===== src/rtl/regfile_pkg.sv =====
package regfile_pkg;

    // What a read sees when it addresses the entry being written this cycle
    typedef enum logic {
        RD_OLD = 1'b0,
        RD_NEW = 1'b1
    } rd_policy_e;

endpackage


===== src/rtl/rf_wr_decode.sv =====
module rf_wr_decode #(
    parameter int NUM_REGS = 32,
    localparam int ADDR_W  = $clog2(NUM_REGS)
) (
    input  logic                rst,
    input  logic                wr_en,
    input  logic [ADDR_W-1:0]   wr_addr,
    output logic [NUM_REGS-1:0] wr_sel
);

    // Entry 0 is never selected; reset blocks every select
    assign wr_sel[0] = 1'b0;

    for (genvar i = 1; i < NUM_REGS; i++) begin : g_sel
        assign wr_sel[i] = wr_en && !rst && (wr_addr == ADDR_W'(i));
    end

endmodule


===== src/rtl/rf_storage.sv =====
module rf_storage #(
    parameter int NUM_REGS = 32,
    parameter int DATA_W   = 32,
    localparam int ADDR_W  = $clog2(NUM_REGS)
) (
    input  logic                               clk,
    input  logic                               rst,
    input  logic                               wr_en,
    input  logic [ADDR_W-1:0]                  wr_addr,
    input  logic [NUM_REGS-1:0]                wr_sel,
    input  logic [DATA_W-1:0]                  wr_data,
    output logic [NUM_REGS-1:0][DATA_W-1:0]    regs_o
);

    typedef struct packed {
        logic [NUM_REGS-1:0][DATA_W-1:0] regs;
    } state_t;

    state_t st_d, st_q;

    always_comb begin
        st_d = st_q;
        for (int i = 0; i < NUM_REGS; i++) begin
            if (wr_sel[i]) begin
                st_d.regs[i] = wr_data;
            end
        end
        st_d.regs[0] = '0;
        if (rst) begin
            st_d = '0;
        end
    end

    always_ff @(posedge clk) begin
        st_q <= st_d;
    end

    assign regs_o = st_q;

    // an enabled write to a nonzero entry lands on the next edge
    a_r2_write_lands: assert property (@(posedge clk) disable iff (rst)
        (wr_en && wr_addr != '0) |=> (st_q.regs[$past(wr_addr)] == $past(wr_data)));

    // without a write select nothing moves
    a_r3_hold: assert property (@(posedge clk) disable iff (rst)
        (wr_sel == '0) |=> (st_q == $past(st_q)));

    // entry 0 never holds anything but zero
    a_r5_zero_entry: assert property (@(posedge clk) disable iff (rst)
        (wr_en && wr_addr == '0) |=> (st_q.regs[0] == '0));

endmodule


===== src/rtl/rf_read_port.sv =====
module rf_read_port
    import regfile_pkg::*;
#(
    parameter int         NUM_REGS = 32,
    parameter int         DATA_W   = 32,
    parameter rd_policy_e POLICY   = RD_OLD,
    localparam int        ADDR_W   = $clog2(NUM_REGS)
) (
    input  logic [NUM_REGS-1:0][DATA_W-1:0] regs_i,
    input  logic [NUM_REGS-1:0]             wr_sel,
    input  logic [DATA_W-1:0]               wr_data,
    input  logic [ADDR_W-1:0]               rd_addr,
    output logic [DATA_W-1:0]               rd_data
);

    logic [DATA_W-1:0] stored;
    logic              hit;

    always_comb begin
        stored = '0;
        hit    = 1'b0;
        if (rd_addr != '0 && int'(rd_addr) < NUM_REGS) begin
            stored = regs_i[rd_addr];
            hit    = wr_sel[rd_addr];
        end
    end

    if (POLICY == RD_NEW) begin : g_fwd
        assign rd_data = hit ? wr_data : stored;
    end else begin : g_old
        logic unused_hit;
        assign unused_hit = hit;
        assign rd_data    = stored;
    end

endmodule


===== src/rtl/regfile_3p.sv =====
module regfile_3p
    import regfile_pkg::*;
#(
    parameter int         NUM_REGS = 32,
    parameter int         DATA_W   = 32,
    parameter rd_policy_e POLICY   = RD_OLD,
    localparam int        ADDR_W   = $clog2(NUM_REGS),
    localparam int        NUM_RD   = 2
) (
    input  logic              clk,
    input  logic              rst,
    input  logic              wr_en,
    input  logic [ADDR_W-1:0] wr_addr,
    input  logic [DATA_W-1:0] wr_data,
    input  logic [ADDR_W-1:0] rd_a_addr,
    output logic [DATA_W-1:0] rd_a_data,
    input  logic [ADDR_W-1:0] rd_b_addr,
    output logic [DATA_W-1:0] rd_b_data
);

    logic [NUM_REGS-1:0]             wr_sel;
    logic [NUM_REGS-1:0][DATA_W-1:0] regs;
    logic [NUM_RD-1:0][ADDR_W-1:0]   rd_addr;
    logic [NUM_RD-1:0][DATA_W-1:0]   rd_data;

    rf_wr_decode #(.NUM_REGS(NUM_REGS)) u_dec (
        .rst     (rst),
        .wr_en   (wr_en),
        .wr_addr (wr_addr),
        .wr_sel  (wr_sel)
    );

    rf_storage #(.NUM_REGS(NUM_REGS), .DATA_W(DATA_W)) u_store (
        .clk     (clk),
        .rst     (rst),
        .wr_en   (wr_en),
        .wr_addr (wr_addr),
        .wr_sel  (wr_sel),
        .wr_data (wr_data),
        .regs_o  (regs)
    );

    assign rd_addr[0] = rd_a_addr;
    assign rd_addr[1] = rd_b_addr;

    for (genvar p = 0; p < NUM_RD; p++) begin : g_rd
        rf_read_port #(
            .NUM_REGS (NUM_REGS),
            .DATA_W   (DATA_W),
            .POLICY   (POLICY)
        ) u_port (
            .regs_i  (regs),
            .wr_sel  (wr_sel),
            .wr_data (wr_data),
            .rd_addr (rd_addr[p]),
            .rd_data (rd_data[p])
        );
    end

    assign rd_a_data = rd_data[0];
    assign rd_b_data = rd_data[1];

    // entry 0 reads zero on either port
    a_r4_zero_port_a: assert property (@(posedge clk) disable iff (rst)
        (rd_a_addr == '0) |-> (rd_a_data == '0));
    a_r4_zero_port_b: assert property (@(posedge clk) disable iff (rst)
        (rd_b_addr == '0) |-> (rd_b_data == '0));

    // both ports agree on a shared address
    a_r6_ports_agree: assert property (@(posedge clk) disable iff (rst)
        (rd_a_addr == rd_b_addr) |-> (rd_a_data == rd_b_data));

    // under forwarding, a hit returns the incoming data
    if (POLICY == RD_NEW) begin : g_fwd_chk
        a_r8_forward_hit: assert property (@(posedge clk) disable iff (rst)
            (wr_en && wr_addr != '0 && wr_addr == rd_a_addr) |-> (rd_a_data == wr_data));
    end else begin : g_old_chk
        a_r8_old_hit: assert property (@(posedge clk) disable iff (rst)
            (wr_en && wr_addr != '0 && wr_addr == rd_a_addr && $stable(rd_a_addr))
            |-> (rd_a_data == $past(rd_a_data) || $past(wr_en)));
    end

endmodule


===== config.mk =====
export PLATFORM = sky130hd
export DESIGN_NAME = regfile_3p
export DESIGN_NICKNAME = d
export VERILOG_FILES = /design/src/rtl/regfile_pkg.sv /design/src/rtl/rf_wr_decode.sv /design/src/rtl/rf_storage.sv /design/src/rtl/rf_read_port.sv /design/src/rtl/regfile_3p.sv
export SDC_FILE = /design/constraint.sdc
export NUM_CORES = 2
export LEC_CHECK = 0
export BUFFER_PORTS_ARGS = -buffer_cell sky130_fd_sc_hd__buf_4
export CORE_ASPECT_RATIO = 0.6
export CORE_UTILIZATION = 44
export CTS_CLUSTER_DIAMETER = 40
export CTS_CLUSTER_SIZE = 12
export DETAILED_ROUTE_END_ITERATION = 7
export PLACE_DENSITY = 0.69
export SLEW_MARGIN = 5
export SYNTH_ARGS = -nofsm -noshare
export SYNTH_HDL_FRONTEND = slang
export SYNTH_SLANG_ARGS = --single-unit

===== constraint.sdc =====
create_clock -name clk -period 2.59 [get_ports clk]
set_input_delay 0.259 -clock clk [delete_from_list [all_inputs] [get_ports clk]]
set_output_delay 0.259 -clock clk [all_outputs]
set_load 0.005 [all_outputs]

==> impl_metrics.prom <==
# TYPE chip_impl_metric gauge
chip_impl_metric{name="routed_wire_length_per_instance",unit="µm"} 32.5
chip_impl_metric{name="ys_ff_latch",unit=""} 992
chip_impl_metric{name="gp_congestion",unit=""} 1.02
chip_impl_metric{name="layout_min_cycle_time",unit="ps"} 2870
chip_impl_metric{name="fin_setup_tns",unit="ps"} -1130
chip_impl_metric{name="syn_area",unit="mm²"} 0.0501
chip_impl_metric{name="num_vias",unit=""} 51400
chip_impl_metric{name="met2_wirelength",unit="µm"} 90700
chip_impl_metric{name="layout.nets",unit=""} 6006
chip_impl_info{name="run_status",value="finished with violations"} 1
chip_impl_metric{name="final_min_period_over_clock_period",unit=""} 1.11
chip_impl_metric{name="placeableCoreArea",unit="mm²"} 0.112
chip_impl_info{name="worstHoldPathType",value="in -> reg"} 1
chip_impl_metric{name="worst_setup_hold_path_clk_slew",unit="ps"} 60
chip_impl_metric{name="postSynth.asyncResetShare",unit=""} 0
chip_impl_metric{name="cp_max_fo",unit=""} 2
chip_impl_metric{name="transition_time_at_the_pin_with_the_least_slew_margin",unit="ps"} 1140
chip_impl_metric{name="postLayoutSetupSlackWorst",unit="ps"} -280
chip_impl_metric{name="synthToLayoutAreaGrowth",unit="%"} 19.8
chip_impl_metric{name="grt_first_pass_wirelength",unit="µm"} 344000
chip_impl_metric{name="ctsLongestPathBuffers",unit=""} 3
chip_impl_metric{name="final_hold_viol_count",unit=""} 0
chip_impl_metric{name="cts.htree.levels",unit=""} 3
chip_impl_metric{name="vias_per_cell",unit=""} 6.80
chip_impl_info{name="leading_cell_types_in_the_layout_fill_and_taps_excluded",value="1,998 x sky130_fd_sc_hd__nand2_1, 1,011 x sky130_fd_sc_hd__a21oi_1, 885 x sky130_fd_sc_hd__dfxtp_1, 360 x sky130_fd_sc_hd__buf_4, 297 x sky130_fd_sc_hd__mux4_2"} 1
chip_impl_metric{name="detailroute.wirelength.met3",unit="µm"} 49200
chip_impl_metric{name="fin_skew",unit="ps"} 0
chip_impl_metric{name="worst_ep_required_time",unit="ps"} 2330
chip_impl_info{name="top_signal_layer_used",value="met5"} 1
chip_impl_metric{name="ir_drop",unit="V"} 0.000666
chip_impl_info{name="clockRootBuffer",value="sky130_fd_sc_hd__clkbuf_16"} 1
chip_impl_metric{name="antenna_found_initial",unit=""} 14
chip_impl_metric{name="initial_core_util",unit=""} 0.446
chip_impl_metric{name="globalRouteTotalUtil",unit=""} 0.413
chip_impl_metric{name="leakage",unit="nW"} 20.1
chip_impl_metric{name="largest_net_degree_at_the_start_of_global_routing",unit=""} 227
chip_impl_info{name="crit_path_category",value="reg -> out"} 1
chip_impl_metric{name="total_power",unit="mW"} 35.8
chip_impl_metric{name="multiplexer_fraction_of_the_synthesized_cell_area",unit=""} 0.212
chip_impl_metric{name="die_w",unit="µm"} 438
chip_impl_metric{name="area_share_of_fa_ha_maj_cells_after_synthesis",unit=""} 0
chip_impl_metric{name="synth_simple_gate_area_frac",unit=""} 0.180
chip_impl_info{name="rsz0062_at_grt",value="true"} 1
chip_impl_metric{name="synth-compound-area-share",unit=""} 0.158
chip_impl_metric{name="post-dp-hpwl",unit="µm"} 153000
chip_impl_metric{name="tritoncts.num_buffers",unit=""} 114
chip_impl_metric{name="synth.net_count",unit=""} 5985
chip_impl_metric{name="met1_routed_wirelength_after_detailed_routing",unit="µm"} 90500
chip_impl_metric{name="dieArea",unit="mm²"} 0.115
chip_impl_metric{name="portBuffers",unit=""} 113
chip_impl_metric{name="post_synth_xor_area_fraction",unit=""} 0
chip_impl_info{name="violated_checks",value="DRC, setup timing"} 1
chip_impl_metric{name="height_of_the_die",unit="µm"} 263
chip_impl_metric{name="synth.distinct_cells",unit=""} 53
chip_impl_info{name="cts_tree",value="yes"} 1
chip_impl_metric{name="detail_route.drc_violations",unit=""} 3
chip_impl_info{name="timing.critical_path.to_type",value="output pin"} 1
chip_impl_metric{name="cts_sinks",unit=""} 992
chip_impl_info{name="synth-main-ff-cell",value="sky130_fd_sc_hd__dfxtp_1"} 1
chip_impl_metric{name="num_rows",unit=""} 95
chip_impl_metric{name="final.hold.worst_slack",unit="ps"} 102
chip_impl_info{name="synth_top_family_by_area",value="multiplexers"} 1
chip_impl_metric{name="maxClockFrequency",unit="GHz"} 0.348
chip_impl_metric{name="globalRoute.totalOverflow",unit=""} 0
chip_impl_metric{name="edff_count_synth",unit=""} 0
chip_impl_metric{name="largest_register_ffs",unit=""} 992
chip_impl_metric{name="max-cap-violations",unit=""} 0
chip_impl_metric{name="ys_warn_count",unit=""} 0
chip_impl_info{name="startpoint_type",value="flip-flop"} 1
chip_impl_metric{name="seq_total_area_yosys",unit=""} 0.396
chip_impl_metric{name="synth_area_per_cell",unit="µm²"} 8.45
chip_impl_metric{name="layout-drive-gt1-share",unit=""} 0.233
chip_impl_info{name="final_common_cell",value="sky130_fd_sc_hd__nand2_1"} 1
chip_impl_metric{name="clock_insertion_delay_worst_skew",unit="ps"} 760
chip_impl_metric{name="power-per-cell-area",unit="mW/mm²"} 596
chip_impl_metric{name="synthCells",unit=""} 5935
chip_impl_metric{name="drt-initial-drc-count",unit=""} 10100
chip_impl_metric{name="first_pass_iters",unit=""} 8
chip_impl_metric{name="worstPathArrival",unit="ps"} 2610
chip_impl_metric{name="detail_route.wirelength",unit="µm"} 246000
chip_impl_metric{name="timing.final.setup_violations",unit=""} 12
chip_impl_metric{name="final-max-slew-violation-count",unit=""} 0
chip_impl_metric{name="io_pins",unit=""} 114
chip_impl_metric{name="slew_headroom",unit=""} 0.239
chip_impl_metric{name="first_global_vias",unit=""} 46800
chip_impl_metric{name="antenna_violating_nets_post_route",unit=""} 0
layout make-up:
class / instances / area [µm²]
fillers: 10100 / 52400
multi-input cells: 4340 / 29200
flip-flops and latches: 992 / 20000
repair buffers: 506 / 5130
clock buffers: 142 / 3180
well taps: 1503 / 1880
clock inverters: 56 / 616
diodes: 14 / 35.0
inverters: 2 / 7.51
Yosys cell counts (39+ instances only):
cell | count | area (µm²)
sky130_fd_sc_hd__a211oi_1 | 39 | 293
sky130_fd_sc_hd__a21oi_1 | 1023 | 5120
sky130_fd_sc_hd__a221oi_1 | 101 | 885
sky130_fd_sc_hd__a22oi_1 | 80 | 601
sky130_fd_sc_hd__buf_2 | 147 | 736
sky130_fd_sc_hd__buf_4 | 55 | 413
sky130_fd_sc_hd__clkbuf_1 | 387 | 1450
sky130_fd_sc_hd__dfxtp_1 | 992 | 19900
sky130_fd_sc_hd__mux2_2 | 86 | 968
sky130_fd_sc_hd__mux2i_1 | 297 | 2970
sky130_fd_sc_hd__mux4_2 | 297 | 6690
sky130_fd_sc_hd__nand2_1 | 2029 | 7620
sky130_fd_sc_hd__nand3_1 | 48 | 240
sky130_fd_sc_hd__nor2_1 | 40 | 150
sky130_fd_sc_hd__nor2b_1 | 41 | 257
sky130_fd_sc_hd__nor3_1 | 52 | 260
sky130_fd_sc_hd__o22ai_1 | 78 | 488
path summary, 6_finish.rpt:
path / from / to / slack [ps] / cells after the start
worst min-delay path: rst / u_store.regs_o[264]$_SDFFE_PP0P_ / 100 / 3
worst min register to register: u_store.regs_o[95]$_SDFFE_PP0P_ / u_store.regs_o[95]$_SDFFE_PP0P_ / 460 / 2
worst max-delay path: u_store.regs_o[635]$_SDFFE_PP0P_ / rd_a_data[27] / -280 / 7
worst max register to register: u_store.regs_o[304]$_SDFFE_PP0P_ / u_store.regs_o[304]$_SDFFE_PP0P_ / 1790 / 3
metal layers:
metal | vias up | GRT usage
li1 | 20800 | -
met2 | 5132 | 0.515
met5 | - | 0.00248
met3 | 1045 | 0.231
met4 | 12 | 0.215
met1 | 24400 | 0.555
worst max-delay path: stages, from the launching register on:
cell	delay, ps
sky130_fd_sc_hd__dfxtp_2	320
sky130_fd_sc_hd__mux4_2	530
sky130_fd_sc_hd__nand3_2	130
sky130_fd_sc_hd__o311ai_4	110
sky130_fd_sc_hd__nor4_2	170
sky130_fd_sc_hd__o211ai_1	240
sky130_fd_sc_hd__buf_4	230
sky130_fd_sc_hd__buf_6	110
power by group:
group / switching [mW] / total [mW] / internal, mW
Sequential: 0.0557 / 15.4 / 15.3
Clock: 7.24 / 16.8 / 9.59
Combinational: 2.39 / 3.57 / 1.18
Total: 9.69 / 35.8 / 26.1
logic make-up after synthesis:
logic type / Yosys count
simple gates: 2274
compound gates: 1384
flops: 992
buf+inv: 605
mux: 680
metrics by stage:
step	setup WS (ps)	util	area, µm²	instances
floorplan	532	-	50100	5935
global placement	-464	0.484	54400	7320
detailed placement	-440	0.484	54400	7320
CTS	-236	0.528	59400	7541
global route	-257	0.534	60000	7545
finish	-280	0.534	60100	7555
timing repair:
item | CTS | global route
hold endpoints to repair | 992 | 0
hold buffers | 32 | 0
resized for setup | 213 | 160
buffers inserted | 6 | 5
endpoints found under the setup margin | 47 | 57
gates cloned | 2 | 0
pin swaps | 53 | 58
No activity file was read; power rests on OpenSTA's default activity.
